--- src/rtl/fsw_pkg.sv ---
package fsw_pkg;

    localparam int NUM_SW   = 2;
    localparam int SW_RGB   = 0;
    localparam int SW_OVL   = 1;
    localparam int NUM_SRC  = 4;
    localparam int SRC_W    = $clog2(NUM_SRC);
    localparam logic [7:0] CTRL_RESET = 8'hCC;

    typedef enum logic [2:0] {
        MODE_COMP_RGB   = 3'b000,
        MODE_COMP_OVL   = 3'b001,
        MODE_CPNT_OVL   = 3'b010,
        MODE_OVL_TOP    = 3'b011,
        MODE_RGB_TOP    = 3'b100,
        MODE_COMP_TOP   = 3'b101,
        MODE_COMP_ONLY  = 3'b110,
        MODE_CPNT_ONLY  = 3'b111
    } mode_e;

    typedef enum logic [SRC_W-1:0] {
        SRC_COMP = 2'd0,
        SRC_CPNT = 2'd1,
        SRC_RGB  = 2'd2,
        SRC_OVL  = 2'd3
    } src_e;

    // Bit positions are fixed by the control word layout.
    typedef struct packed {
        mode_e mode;
        logic  rsvd;
        logic  edge_ovl;
        logic  edge_rgb;
        logic  pol_ovl;
        logic  pol_rgb;
    } ctrl_t;

    // A switch is active when its level equals its polarity bit.
    function automatic logic sw_active(input logic level, input logic pol);
        return ~(level ^ pol);
    endfunction

    // ovl_ok is the overlay switch already gated by the output format.
    function automatic src_e pick_src(input mode_e mode,
                                      input logic  rgb_ok,
                                      input logic  ovl_ok);
        src_e s;
        case (mode)
            MODE_COMP_RGB:  s = rgb_ok ? SRC_RGB : SRC_COMP;
            MODE_COMP_OVL:  s = ovl_ok ? SRC_OVL : SRC_COMP;
            MODE_CPNT_OVL:  s = ovl_ok ? SRC_OVL : SRC_CPNT;
            MODE_OVL_TOP:   s = ovl_ok ? SRC_OVL : (rgb_ok ? SRC_RGB : SRC_COMP);
            MODE_RGB_TOP:   s = rgb_ok ? SRC_RGB : (ovl_ok ? SRC_OVL : SRC_COMP);
            MODE_COMP_TOP:  s = !rgb_ok ? SRC_COMP : (ovl_ok ? SRC_OVL : SRC_RGB);
            MODE_CPNT_ONLY: s = SRC_CPNT;
            default:        s = SRC_COMP;
        endcase
        return s;
    endfunction

endpackage

--- src/rtl/fsw_ctrl_stage.sv ---
module fsw_ctrl_stage
    import fsw_pkg::*;
(
    input  logic        clk,
    input  logic        rst,
    input  logic [7:0]  wr_data,
    input  logic        wr_en,
    input  logic        frame_start,
    output ctrl_t       act_ctrl
);
    ctrl_t pend_q;
    ctrl_t act_q;

    always_ff @(posedge clk) begin
        if (rst) begin
            pend_q <= ctrl_t'(CTRL_RESET);
            act_q  <= ctrl_t'(CTRL_RESET);
        end else begin
            if (wr_en)
                pend_q <= ctrl_t'(wr_data);
            if (frame_start)
                act_q <= pend_q;
        end
    end

    assign act_ctrl = act_q;
endmodule

--- src/rtl/fsw_switch_capture.sv ---
module fsw_switch_capture (
    input  logic clk,
    input  logic rst,
    input  logic sw_in,
    input  logic on_fall,
    output logic sw_q
);
    logic fall_q;

    always_ff @(negedge clk) begin
        if (rst) fall_q <= 1'b0;
        else     fall_q <= sw_in;
    end

    // Both edge choices arrive in the rising-edge domain with the same latency.
    always_ff @(posedge clk) begin
        if (rst) sw_q <= 1'b0;
        else     sw_q <= on_fall ? fall_q : sw_in;
    end
endmodule

--- src/rtl/fsw_pixel_select.sv ---
module fsw_pixel_select
    import fsw_pkg::*;
#(
    parameter int PIX_W = 10
) (
    input  logic             clk,
    input  logic             rst,
    input  mode_e            mode,
    input  logic             pol_rgb,
    input  logic             pol_ovl,
    input  logic             sw_rgb_q,
    input  logic             sw_ovl_q,
    input  logic             narrow_fmt,
    input  logic [PIX_W-1:0] pix_comp,
    input  logic [PIX_W-1:0] pix_cpnt,
    input  logic [PIX_W-1:0] pix_rgb,
    input  logic [2:0]       ovl_color,
    output logic [PIX_W-1:0] pix_out,
    output logic [SRC_W-1:0] src_id
);
    logic [PIX_W-1:0] in_pix [NUM_SRC];
    logic [PIX_W-1:0] stg_q  [NUM_SRC];
    logic             narrow_q;
    logic             rgb_ok;
    logic             ovl_ok;
    src_e             sel;

    assign in_pix[SRC_COMP] = pix_comp;
    assign in_pix[SRC_CPNT] = pix_cpnt;
    assign in_pix[SRC_RGB]  = pix_rgb;
    assign in_pix[SRC_OVL]  = PIX_W'(ovl_color);

    // Stage A: align the pixels with the captured switch levels.
    for (genvar g = 0; g < NUM_SRC; g++) begin : g_stage
        always_ff @(posedge clk) begin
            if (rst) stg_q[g] <= '0;
            else     stg_q[g] <= in_pix[g];
        end
    end

    always_ff @(posedge clk) begin
        if (rst) narrow_q <= 1'b0;
        else     narrow_q <= narrow_fmt;
    end

    always_comb begin
        rgb_ok = sw_active(sw_rgb_q, pol_rgb);
        ovl_ok = sw_active(sw_ovl_q, pol_ovl) & narrow_q;
        sel    = pick_src(mode, rgb_ok, ovl_ok);
    end

    // Stage B: pixel and identifier are registered together.
    always_ff @(posedge clk) begin
        if (rst) begin
            pix_out <= '0;
            src_id  <= SRC_COMP;
        end else begin
            pix_out <= stg_q[sel];
            src_id  <= sel;
        end
    end
endmodule

--- src/rtl/fsw_overlay_mixer.sv ---
module fsw_overlay_mixer
    import fsw_pkg::*;
#(
    parameter int PIX_W = 10
) (
    input  logic             clk,
    input  logic             rst,
    input  logic [7:0]       ctrl_wr_data,
    input  logic             ctrl_wr_en,
    input  logic             frame_start,
    input  logic             narrow_fmt,
    input  logic             sw_rgb,
    input  logic             sw_ovl,
    input  logic [PIX_W-1:0] pix_comp,
    input  logic [PIX_W-1:0] pix_cpnt,
    input  logic [PIX_W-1:0] pix_rgb,
    input  logic [2:0]       ovl_color,
    output logic [PIX_W-1:0] pix_out,
    output logic [1:0]       src_id
);
    ctrl_t             act_ctrl;
    logic [NUM_SW-1:0] sw_raw;
    logic [NUM_SW-1:0] sw_fall;
    logic [NUM_SW-1:0] sw_cap;

    fsw_ctrl_stage u_ctrl (
        .clk         (clk),
        .rst         (rst),
        .wr_data     (ctrl_wr_data),
        .wr_en       (ctrl_wr_en),
        .frame_start (frame_start),
        .act_ctrl    (act_ctrl)
    );

    assign sw_raw[SW_RGB]  = sw_rgb;
    assign sw_raw[SW_OVL]  = sw_ovl;
    assign sw_fall[SW_RGB] = act_ctrl.edge_rgb;
    assign sw_fall[SW_OVL] = act_ctrl.edge_ovl;

    for (genvar g = 0; g < NUM_SW; g++) begin : g_sw
        fsw_switch_capture u_cap (
            .clk     (clk),
            .rst     (rst),
            .sw_in   (sw_raw[g]),
            .on_fall (sw_fall[g]),
            .sw_q    (sw_cap[g])
        );
    end

    fsw_pixel_select #(.PIX_W(PIX_W)) u_sel (
        .clk        (clk),
        .rst        (rst),
        .mode       (act_ctrl.mode),
        .pol_rgb    (act_ctrl.pol_rgb),
        .pol_ovl    (act_ctrl.pol_ovl),
        .sw_rgb_q   (sw_cap[SW_RGB]),
        .sw_ovl_q   (sw_cap[SW_OVL]),
        .narrow_fmt (narrow_fmt),
        .pix_comp   (pix_comp),
        .pix_cpnt   (pix_cpnt),
        .pix_rgb    (pix_rgb),
        .ovl_color  (ovl_color),
        .pix_out    (pix_out),
        .src_id     (src_id)
    );
endmodule

--- config.mk ---
export PLATFORM = sky130hd
export DESIGN_NAME = fsw_overlay_mixer
export DESIGN_NICKNAME = d
export VERILOG_FILES = /design/src/rtl/fsw_pkg.sv /design/src/rtl/fsw_ctrl_stage.sv /design/src/rtl/fsw_switch_capture.sv /design/src/rtl/fsw_pixel_select.sv /design/src/rtl/fsw_overlay_mixer.sv
export SDC_FILE = /design/constraint.sdc
export NUM_CORES = 1
export LEC_CHECK = 0
export BUFFER_PORTS_ARGS = -buffer_cell sky130_fd_sc_hd__buf_2
export CORE_MARGIN = 2
export CORE_UTILIZATION = 45
export CTS_CLUSTER_DIAMETER = 60
export DETAILED_ROUTE_END_ITERATION = 8
export PLACE_DENSITY = 0.7
export SLEW_MARGIN = 30
export SYNTH_ARGS = -nofsm -noshare
export SYNTH_HDL_FRONTEND = slang
export SYNTH_SLANG_ARGS = --single-unit
--- constraint.sdc ---
create_clock -name clk -period 1.7 [get_ports clk]
set_input_delay 0.255 -clock clk [delete_from_list [all_inputs] [get_ports clk]]
set_output_delay 0.255 -clock clk [all_outputs]
set_load 0.02 [all_outputs]
==> impl_results.md, run 1 <==
- Register area: 0.00128 sq mm
- Critical Path End Type: flop
- Startpoint types: flop
- Top sig layer: met4
- Commonest cells post-synth: dfxtp_1 (64), nor2b_1 (37), mux2i_1 (28), nand2_1 (9), nor2_1 (9)
- Synth Flop Type: dfxtp_1
- Asr flop ratio synth: 0%
- Yosys cell types: 28
- Die Area: 0.00540 sq mm
- Actual slew at the worst max-slew pin: 0.469 ns
- R2r setup slk: -0.07 ns
- Clock latency on the worst-skew pair: 0.37 ns
- Yosys warns: 0
- Yosys top cell by area: dfxtp_1
- Final hold vios: 0
- Critical-path cell list: xnor2_2 > buf_4 > nand4b_1 > a32oi_4 > clkbuf_16 > mux2i_1 > o22ai_1
- DR WL/cell: 11.9 um
- Max-slew violation count: 0
- DRT Wirelength: 3.78 mm
- Max cap viols: 0
- Mapped cell area: 0.00217 sq mm
- Area of the multi-input gates: 853 sq um
- Crit share post-route: 104%
- Metal3 WL: 261 um
- Synth area leaders: dfxtp_1 (59%), mux2i_1 (13%), nor2b_1 (11%)
- Reg2reg start: g_sw[1].u_cap.sw_q$_SDFF_PP0_
- Unrepaired setup endpoints after global routing: yes
- Minimum clock period: 1.77 ns
- Port bufs: 58
- Peak Freq: 0.565 GHz
- Final Power: 3.45 mW
- Final worst slack: -0.0702 ns
- Wl on met1: 1.64 mm
- Antenna cells: 0
- WL met2: 1.78 mm
- Largest net degree at the start of global routing: 34
- Die height: 73.5 um
- Hold_sp: pix_cpnt[9]
- Reg clk slew, reported paths: 0.07 ns
- Critical path type: reg2reg
- Worst R2R Path Depth: 7
- Share of layout cells above drive strength 1: 37.3%
- Core Area: 0.00469 sq mm
- Gr ovfl total: 0
- Vias: 1478
- Most numerous cell in the Yosys netlist: dfxtp_1
- Die Span X: 73.5 um
- Worst-path maximum fanout: 7
- Num CTS Buffers: 9
- Number of synthesized flops with an enable pin: 0
- Status: finished with violations
- Detail Route Antenna Nets: 0
- Switch share: 21.3%
- Failing checks: setup timing
- Root Buffer: clkbuf_8
- Clk sink count: 64
- Final Net Count: 307
- Post-synth top area share: 58.9%
- Non-Filler Instances: 317
- Max Root-Sink Buffers: 2
- Detailed Place HPWL: 2.48 mm
- Setup Skew: 0.0375 ns
- Slowest stage delay, CP: 0.33 ns
- Routed vias/inst: 4.66
- PwrDens: 1210 mW/mm^2
- Comb power frac: 9.2%
- Worst Path Required: 1.91 ns
- Int Pwr: 2.72 mW
- Global placement routability congestion: 0.796
- CTS tree: done
- TritonRoute pass-1 iters: 4
- Leak: 1.29 nW
- Gr usage total: 14.5%
- Inst Count DP: 297
- Vias in the first global route: 1213
- Normalized max-slew margin: 68.7%
- P&R area growth vs syn: 31.7%
- Crit path launch: g_sw[1].u_cap.sw_q$_SDFF_PP0_
- Drt first-iter violations: 65
- Initial antenna violation count: 0
- Synthesized area per cell: 11.7 sq um
- Worst EP arrival: 1.98 ns
- Syn Nets: 234
- Flops & latches, synth: 64
- Htree depth: 3
- Sequential share of power: 46.7%
- # IOs: 60
- Clk pwr share: 44.1%
- Initial Util: 46.3%
- CTS Hold Buffers Added: 0
- CP max stage cell: dfxtp_2
- Hold crit path type: in2reg
- Sw Pwr: 0.735 mW
- Core Rows: 25
- Number of remaining DRC errors: 0
- Final setup viols: 10
- First-pass GRT wire length: 5.49 mm
- Maximum vdd drop: 0.607 mV
- Hold Crit Depth: 2
- Synthesized instance count: 186
- Sequential share of the synthesized area: 58.9%
- Filler Cells Inserted: 404
- Hold WS: 0.116 ns
[kinds of logic after synthesis]
group                  Yosys count  share of synthesized area [%]
AND/OR/NAND/NOR                 62                           16.6
XOR/XNOR                         2                           1.50
multiplexers                    28                           12.9
buffers and inverters           12                           2.59
AO/OA/AOI/OAI                   18                           7.54
flip-flops                      64                           58.9
[power groups by stage]
stage	clock network [mW]	registers [mW]	logic, mW
final	1.52	1.61	0.317
after detailed placement	0.0111	1.64	0.293
after global placement	0.0111	1.64	0.288
after floorplan	0.0111	1.66	0.165
after CTS	1.56	1.61	0.296
after global routing	1.61	1.62	0.349
[cell type report]
type	instances	share of cell area, %
inverter	3	0.393
tap	54	2.36
multi-input combinational	110	29.8
clock inverter	8	4.06
timing repair buffer	69	14.2
clock buffer	9	4.33
sequential	64	44.9
[cell usage in the layout, fill, tap and decap left out]
cell type,n
xnor2_2,2
nand2_1,9
inv_1,4
mux2i_1,26
clkinv_1,1
a211oi_1,1
clkbuf_16,1
o2bb2ai_1,7
o211ai_1,1
nor4_4,1
clkbuf_8,9
nand2b_1,1
and2_2,1
buf_4,8
or3_1,1
buf_2,58
clkinv_4,1
a32oi_4,1
o21ai_2,1
bufinv_16,3
nand4b_1,1
nor2_1,9
a21oi_1,1
o21a_1,1
dfxtp_1,61
or4_2,1
mux2i_2,2
buf_6,1
nand3b_2,1
buf_12,1
dfxtp_2,3
nor2b_1,37
a22oi_1,1
o22ai_1,3
clkinv_2,2
o211ai_2,1
[final timing paths]
path | end
max reg2reg | u_sel.pix_out[2]$_SDFF_PP0_
min reg2reg | u_sel.pix_out[8]$_SDFF_PP0_
max | u_sel.pix_out[2]$_SDFF_PP0_
min | u_sel.stg_q[1][9]$_SDFF_PP0_
[worst max-delay path, delay by kind of cell (launching register included)]
kind | cells | cell delay [ns]
simple gates | 1 | 0.13
mux | 1 | 0.18
flops | 1 | 0.33
compound gates | 2 | 0.41
xor+xnor | 1 | 0.20
buf+inv | 2 | 0.38
[metal layers]
layer / vias up / GRT usage [%]
li1: 774 / -
met1: 646 / 16.2
met2: 48 / 21.0
met3: 10 / 9.05
met4: 0 / 7.88
met5: - / 0
[per-stage QoR]
stage	setup slack, ns	area [sq um]	setup TNS (ns)	util (%)
after floorplan	0.0735	2180	0	-
after global placement	-0.123	2560	-0.863	54.5
after detailed placement	-0.162	2560	-1.18	54.5
after CTS	-0.0288	2800	-0.0324	59.7
after global routing	-0.161	2860	-1.45	61.0
final	-0.0702	2860	-0.441	61.0
[flip-flops by register name, summed over array words and instances, names as in the netlist]
register and flops:
u_sel.stg_q 33, u_sel.pix_out 10, u_ctrl.act_ctrl 7, u_ctrl.pend_q 7, g_sw.u_cap.fall_q 2, g_sw.u_cap.sw_q 2
u_sel.src_id 2, u_sel.narrow_q 1
[what timing repair did]
item / in CTS / in global routing
endpoints found under the hold margin: 0 / 0
pin swaps: 1 / 5
setup endpoints to repair: 10 / 10
buffers inserted: 0 / 3
gates cloned: 0 / 1
gates resized for setup: 2 / 5
Power figures use the tool's default switching activity.
==> inputs of run 2 (changes only) <==
Settings changed: TNS_END_PERCENT set to 10.
Clock period 1.7 ns to 1.83 ns, I/O delays scaled along.
==> run 2 against run 1 <==
  * The run now ends clean
  * Power shrank 9.5%
  * Critical path depth is the same
  * Worst setup slack improved by 0.17 ns
  * Hold slack improved by 0.026 ns
  * Wire length shrank 3.4%
  * Count of clock-buffer cells in the layout up 1
  * Clock skew rose by 0.0062 ns
  * Critical endpoint is now u_sel.pix_out[0]$_SDFF_PP0_
==> impl_results.md, run 2 (synthesis results as in run 1) <==
- Share of layout cells above drive strength 1: 34.7% (-2.5 points)
- R2r setup slk: 0.10 ns (+0.17 ns)
- Commonest non-fill, non-tap cell in the layout: dfxtp_1
- Number of remaining DRC errors: 0 (unchanged)
- CP max stage cell: dfxtp_1
- TritonRoute pass-1 iters: 4 (unchanged)
- Int Pwr: 2.42 mW (-11%)
- Core Area: 0.00469 sq mm (unchanged)
- Critical path type: reg2reg
- DR WL/cell: 11.7 um (-2.1%)
- Status: completed
- Final Net Count: 302 (-1.6%)
- DRT Wirelength: 3.65 mm (-3.4%)
- First-pass GRT wire length: 5.65 mm (+2.9%)
- Clk sink count: 64 (unchanged)
- Largest Register: u_sel.stg_q
- CTS tree: done
- Vias in the first global route: 1310 (+8.0%)
- Detailed Place HPWL: 2.51 mm (+1.2%)
- Sw Pwr: 0.703 mW (-4.4%)
- Htree depth: 3 (unchanged)
- Gr usage total: 14.4% (-0.094 points)
- Peak Freq: 0.578 GHz (+2.3%)
- Setup Skew: 0.0437 ns (+0.00620 ns)
- Drt first-iter violations: 53 (-18%)
- Num CTS Buffers: 9 (unchanged)
- Max Root-Sink Buffers: 2 (unchanged)
- Minimum clock period: 1.73 ns (-0.0403 ns)
- Hold path endpoint: u_sel.stg_q[1][8]$_SDFF_PP0_
- Global placement routability congestion: 0.748 (-6.0%)
- FF-to-FF End: u_sel.pix_out[0]$_SDFF_PP0_
- Die Span X: 73.5 um (unchanged)
- Hold_sp: pix_cpnt[8]
- Max reg flops: 33 (unchanged)
- Critical-path cell list: xnor2_2 > buf_4 > nand4b_1 > a32oi_4 > buf_12 > mux2i_1 > o22ai_1
- Comb power frac: 8.7% (-0.5 points)
- Worst EP arrival: 1.93 ns (-0.05 ns)
- CTS Hold Buffers Added: 0 (unchanged)
- Initial antenna violation count: 0 (unchanged)
- Dpl cell area: 0.00254 sq mm (-0.59%)
- Port bufs: 58 (unchanged)
- Core Rows: 25 (unchanged)
- Initial Util: 46.3% (unchanged)
- Vias: 1457 (-1.4%)
- Final hold vios: 0 (unchanged)
- Worst-path maximum fanout: 14 (+7)
- Gr ovfl total: 0 (unchanged)
- Maximum vdd drop: 0.667 mV (+9.9%)
- Clk pwr share: 43.4% (-0.7 points)
- Hold crit path type: in2reg
- Sequential share of power: 47.9% (+1.2 points)
- Reg clk slew, reported paths: 0.07 ns (about the same)
- PwrDens: 1120 mW/mm^2 (-7.3%)
- Setup TNS: 0 ns (+0.441 ns)
- Normalized max-slew margin: 66.5% (-2.3 points)
- Final setup viols: 0 (-10)
- Max-slew violation count: 0 (unchanged)
- Routed vias/inst: 4.65 (-0.16%)
- Worst Path Required: 2.03 ns (+0.12 ns)
- Unrepaired setup endpoints after global routing: yes
- Detail Route Antenna Nets: 0 (unchanged)
- Slowest stage delay, CP: 0.34 ns (about the same)
- # IOs: 60 (unchanged)
- P&R area growth vs syn: 28.5%
- Die height: 73.5 um (unchanged)
- Critical Path End Type: flop
- Clock latency on the worst-skew pair: 0.37 ns (about the same)
- Largest regs: u_sel.stg_q: 33 flops, u_sel.pix_out: 10 flops
- Startpoint types: flop
- Largest net degree at the start of global routing: 34 (unchanged)
- Reg2reg start: u_ctrl.act_ctrl[1]$_SDFFE_PP0P_
- Switch share: 22.5% (+1.2 points)
- Antenna cells: 0 (unchanged)
- Worst R2R Path Depth: 7 (unchanged)
- Hold Crit Depth: 2 (unchanged)
- Actual slew at the worst max-slew pin: 0.499 ns (+0.0304 ns)
- Crit share post-route: 94.5% (-9.6 points)
- Max cap viols: 0 (unchanged)
- Most frequent cells in the layout: dfxtp_1 (64), buf_2 (58), nor2b_1 (37)
- Die Area: 0.00540 sq mm (unchanged)
- Design area: 0.00280 sq mm (-2.4%)
- Root Buffer: clkbuf_8
- Leak: 1.25 nW (-3.4%)
==> run 2: cell count changes in the layout (fill, tap and decap cells not counted) <==
cell,change
buf_6,-1
clkinv_4,+1
bufinv_16,-1
dfxtp_2,-3
buf_4,-3
clkinvlp_4,+2
clkinv_2,-2
mux2i_1,+1
dfxtp_1,+3
mux2i_2,-1
clkbuf_8,+1
clkbuf_16,-1
==> run 2: power by group through the flow <==
stage,registers (mW),logic (mW),clock network (mW)
final,1.50,0.272,1.36
after global routing,1.50,0.302,1.45
after CTS,1.50,0.272,1.39
after detailed placement,1.53,0.268,0.0103
after global placement,1.53,0.263,0.0103
after floorplan,1.54,0.153,0.0103
==> run 2: per-stage QoR <==
| stage | util [%] | std cells | hold WS [ns] | worst slack (ns) | power (mW) |
|---|---|---|---|---|---|
| after floorplan | - | 186 | 0.403 | 0.00482 | 1.71 |
| after global placement | 54.2 | 295 | 0.413 | -0.0190 | 1.80 |
| after detailed placement | 54.2 | 295 | 0.420 | -0.0823 | 1.81 |
| after CTS | 59.3 | 312 | 0.132 | 0.0212 | 3.16 |
| after global routing | 59.6 | 313 | 0.134 | -0.0145 | 3.26 |
| final | 59.6 | 313 | 0.142 | 0.100 | 3.13 |
==> run 2: area by class of cell <==
cell class | count | area, sq um
Fill cell | 388 | 1900
Clock buffer | 10 | 138
Multi-Input combinational cell | 110 | 850
Timing Repair Buffer | 64 | 348
Inverter | 3 | 11.3
Clock inverter | 8 | 100
Sequential cell | 64 | 1280
Tap cell | 54 | 67.6
==> run 2: how the worst max path moves through the flow <==
stage / from / end / slack (ns) / cells after the start
2_1_floorplan: rst / g_sw[0].u_cap.fall_q$_SDFF_NP0_ / 0.005 / 3
3_3_place_gp: u_ctrl.act_ctrl[0]$_SDFFE_PP0P_ / u_sel.pix_out[3]$_SDFF_PP0_ / -0.02 / 5
3_5_place_dp: u_ctrl.act_ctrl[0]$_SDFFE_PP0P_ / u_sel.pix_out[6]$_SDFF_PP0_ / -0.08 / 5
4_1_cts: u_ctrl.act_ctrl[1]$_SDFFE_PP0P_ / u_sel.pix_out[3]$_SDFF_PP0_ / 0.02 / 7
5_1_grt: g_sw[0].u_cap.sw_q$_SDFF_PP0_ / u_sel.pix_out[0]$_SDFF_PP0_ / -0.01 / 5
6_report: u_ctrl.act_ctrl[1]$_SDFFE_PP0P_ / u_sel.pix_out[0]$_SDFF_PP0_ / 0.10 / 7
==> run 2: metal layers <==
metal,track usage [%],part of all wire (%)
met2,21.6,48
met3,5.76,6.4
met1,17.0,43
met4,9.09,2.3
met5,0,0
==> run 2: worst max-delay path: cells and delay by family (launching register included) <==
kind	cells	cell delay [ns]
muxes	1	0.21
and+or+nand+nor	1	0.14
AOI/OAI and AO/OA	2	0.34
xor gates and xnor gates	1	0.22
DFF	1	0.34
buffers and inverters	2	0.35
==> run 2: what timing repair did <==
item                                    CTS  global route
resized for setup                         1             1
pin swaps                                 0             2
endpoints found under the setup margin    7             8
buffers inserted                          0             1
==> inputs of run 3 (changes only) <==
Settings changed: RECOVER_POWER set to 50.
==> run 3 against run 2 <==
  * Count of clock-buffer cells in the layout stayed put
  * Power hardly changed
  * First-iteration DRC count stayed put
  * Clock power hardly changed
  * Critical path depth stayed put
  * Combinational power hardly changed
  * Cell area is 0.27% lower
  * Critical endpoint unchanged
  * Register-to-register slack hardly changed
  * Clock skew hardly changed
  * Largest cell class unchanged
  * Via count hardly changed
  * Highest routed layer unchanged
  * Utilization is 0.16 points lower
  * Maximum frequency hardly changed
==> impl_results.md, run 3 (synthesis results as in run 1) <==
- Status: completed
- Startpoint types: flop
- Worst Path Required: 2.03 ns (about the same)
- Final setup viols: 0 (unchanged)
- Crit share post-route: 94.6% (about the same)
- Setup Skew: 0.0435 ns (-0.000160 ns)
- Critical Path End Type: flop
- Port bufs: 58 (unchanged)
- CTS tree: done
- Antenna cells: 0 (unchanged)
- R2r setup slk: 0.1 ns (about the same)
- Initial Util: 46.3% (unchanged)
- Die Span X: 73.5 um (unchanged)
- Routed vias/inst: 4.65 (about the same)
- DRT Wirelength: 3.65 mm (about the same)
- Leak: 1.24 nW (-0.56%)
- Max reg flops: 33 (unchanged)
- Max Root-Sink Buffers: 2 (unchanged)
- Largest net degree at the start of global routing: 34 (unchanged)
- Number of remaining DRC errors: 0 (unchanged)
- Hold crit path type: in2reg
- Initial antenna violation count: 0 (unchanged)
- Max cap viols: 0 (unchanged)
- FF-to-FF End: u_sel.pix_out[0]$_SDFF_PP0_
- Gr usage total: 14.4% (unchanged)
- Detail Route Antenna Nets: 0 (unchanged)
- Global placement routability congestion: 0.748 (unchanged)
- Normalized max-slew margin: 59.7% (-6.8 points)
- Actual slew at the worst max-slew pin: 0.604 ns (+0.105 ns)
- CP max stage cell: dfxtp_1
- Vias: 1456 (-0.069%)
- Clk sink count: 64 (unchanged)
- Largest regs: u_sel.stg_q: 33 flops, u_sel.pix_out: 10 flops
- Final Net Count: 302 (unchanged)
- Slowest stage delay, CP: 0.34 ns (about the same)
- DR WL/cell: 11.7 um (about the same)
- Clock latency on the worst-skew pair: 0.37 ns (about the same)
- CTS Hold Buffers Added: 0 (unchanged)
- First-pass GRT wire length: 5.65 mm (unchanged)
- Final hold vios: 0 (unchanged)
- # IOs: 60 (unchanged)
- Most frequent cells in the layout: dfxtp_1 (64), buf_2 (57), nor2b_1 (37)
- Hold Crit Depth: 2 (unchanged)
- P&R area growth vs syn: 28.2%
- Reg clk slew, reported paths: 0.07 ns (about the same)
- Htree depth: 3 (unchanged)
- PwrDens: 1120 mW/mm^2 (+0.21%)
- Worst EP arrival: 1.93 ns (about the same)
- Core Rows: 25 (unchanged)
- Vias in the first global route: 1310 (unchanged)
- Root Buffer: clkbuf_8
- Commonest non-fill, non-tap cell in the layout: dfxtp_1
- Minimum clock period: 1.73 ns (+0.000608 ns)
- Reg2reg start: u_ctrl.act_ctrl[1]$_SDFFE_PP0P_
- Hold_sp: pix_cpnt[8]
- Critical path type: reg2reg
- Core Area: 0.00469 sq mm (unchanged)
- Die height: 73.5 um (unchanged)
- Detailed Place HPWL: 2.51 mm (unchanged)
- Maximum vdd drop: 0.632 mV (-5.4%)
- Drt first-iter violations: 53 (unchanged)
- Max-slew violation count: 0 (unchanged)
- Share of layout cells above drive strength 1: 34.0% (-0.77 points)
- Hold WS: 0.142 ns (-0.000165 ns)
- Largest Register: u_sel.stg_q
- Hold path endpoint: u_sel.stg_q[1][8]$_SDFF_PP0_
- Gr ovfl total: 0 (unchanged)
- Critical-path cell list: xnor2_2 > buf_4 > nand4b_1 > a32oi_4 > buf_12 > mux2i_1 > o22ai_1
- Final Power: 3.12 mW (about the same)
- Unrepaired setup endpoints after global routing: yes
- TritonRoute pass-1 iters: 4 (unchanged)
- Peak Freq: 0.578 GHz (about the same)
- Worst-path maximum fanout: 14 (unchanged)
- Worst R2R Path Depth: 7 (unchanged)
- Die Area: 0.00540 sq mm (unchanged)
- Num CTS Buffers: 9 (unchanged)
-- run 3: timing repair --
action | 4_1_cts | 5_1_grt
buffers inserted | 0 | 1
setup endpoints to repair | 7 | 8
resized for setup | 1 | 1
pin swaps | 0 | 2
gates cloned | 0 | 0
-- run 3: worst max path at each step --
stage / from / to / slack, ns / cells past startpoint
2_1_floorplan: rst / g_sw[0].u_cap.fall_q$_SDFF_NP0_ / 0.005 / 3
3_3_place_gp: u_ctrl.act_ctrl[0]$_SDFFE_PP0P_ / u_sel.pix_out[3]$_SDFF_PP0_ / -0.02 / 5
3_5_place_dp: u_ctrl.act_ctrl[0]$_SDFFE_PP0P_ / u_sel.pix_out[6]$_SDFF_PP0_ / -0.08 / 5
4_1_cts: u_ctrl.act_ctrl[1]$_SDFFE_PP0P_ / u_sel.pix_out[3]$_SDFF_PP0_ / 0.02 / 7
5_1_grt: g_sw[0].u_cap.sw_q$_SDFF_PP0_ / u_sel.pix_out[0]$_SDFF_PP0_ / -0.01 / 5
6_report: u_ctrl.act_ctrl[1]$_SDFFE_PP0P_ / u_sel.pix_out[0]$_SDFF_PP0_ / 0.1 / 7
-- run 3: final cells by class --
class,instances,area (sq um)
Fill cell,392,1900
Tap cell,54,67.6
Clock buffer,10,138
Inverter,3,11.3
Timing Repair Buffer,64,340
Clock inverter,8,100
Multi-Input combinational cell,110,850
Sequential cell,64,1280
-- run 3: where the power goes --
group	switching, mW	internal, mW
combinational	0.132	0.139
clock	0.542	0.813
sequential	0.0286	1.47
total	0.703	2.42
-- run 3: metrics by stage --
step	setup TNS [ns]	util, %	instances	instance area (sq um)	setup slack [ns]
detailed placement	-0.525	54.2	295	2540	-0.0823
finish	0	59.4	313	2790	0.0995
floorplan	0	-	186	2180	0.00482
global placement	-0.125	54.2	295	2540	-0.0190
CTS	0	59.3	312	2780	0.0212
global route	-0.0255	59.4	313	2790	-0.0145
-- run 3: per-layer routing --
metal	vias to the layer above	routed length (um)	GRT usage, %
met4	0	84	9.09
met2	44	1750	21.6
met5	-	0	0
met1	645	1590	17.0
li1	760	-	-
met3	7	233	5.76
-- run 3: critical path, delay by kind of cell (launching register included) --
kind / cells / cell delay [ns]
compound gates: 2 / 0.34
xor+xnor: 1 / 0.22
buf+inv: 2 / 0.35
flops: 1 / 0.34
mux: 1 / 0.21
simple gates: 1 / 0.14
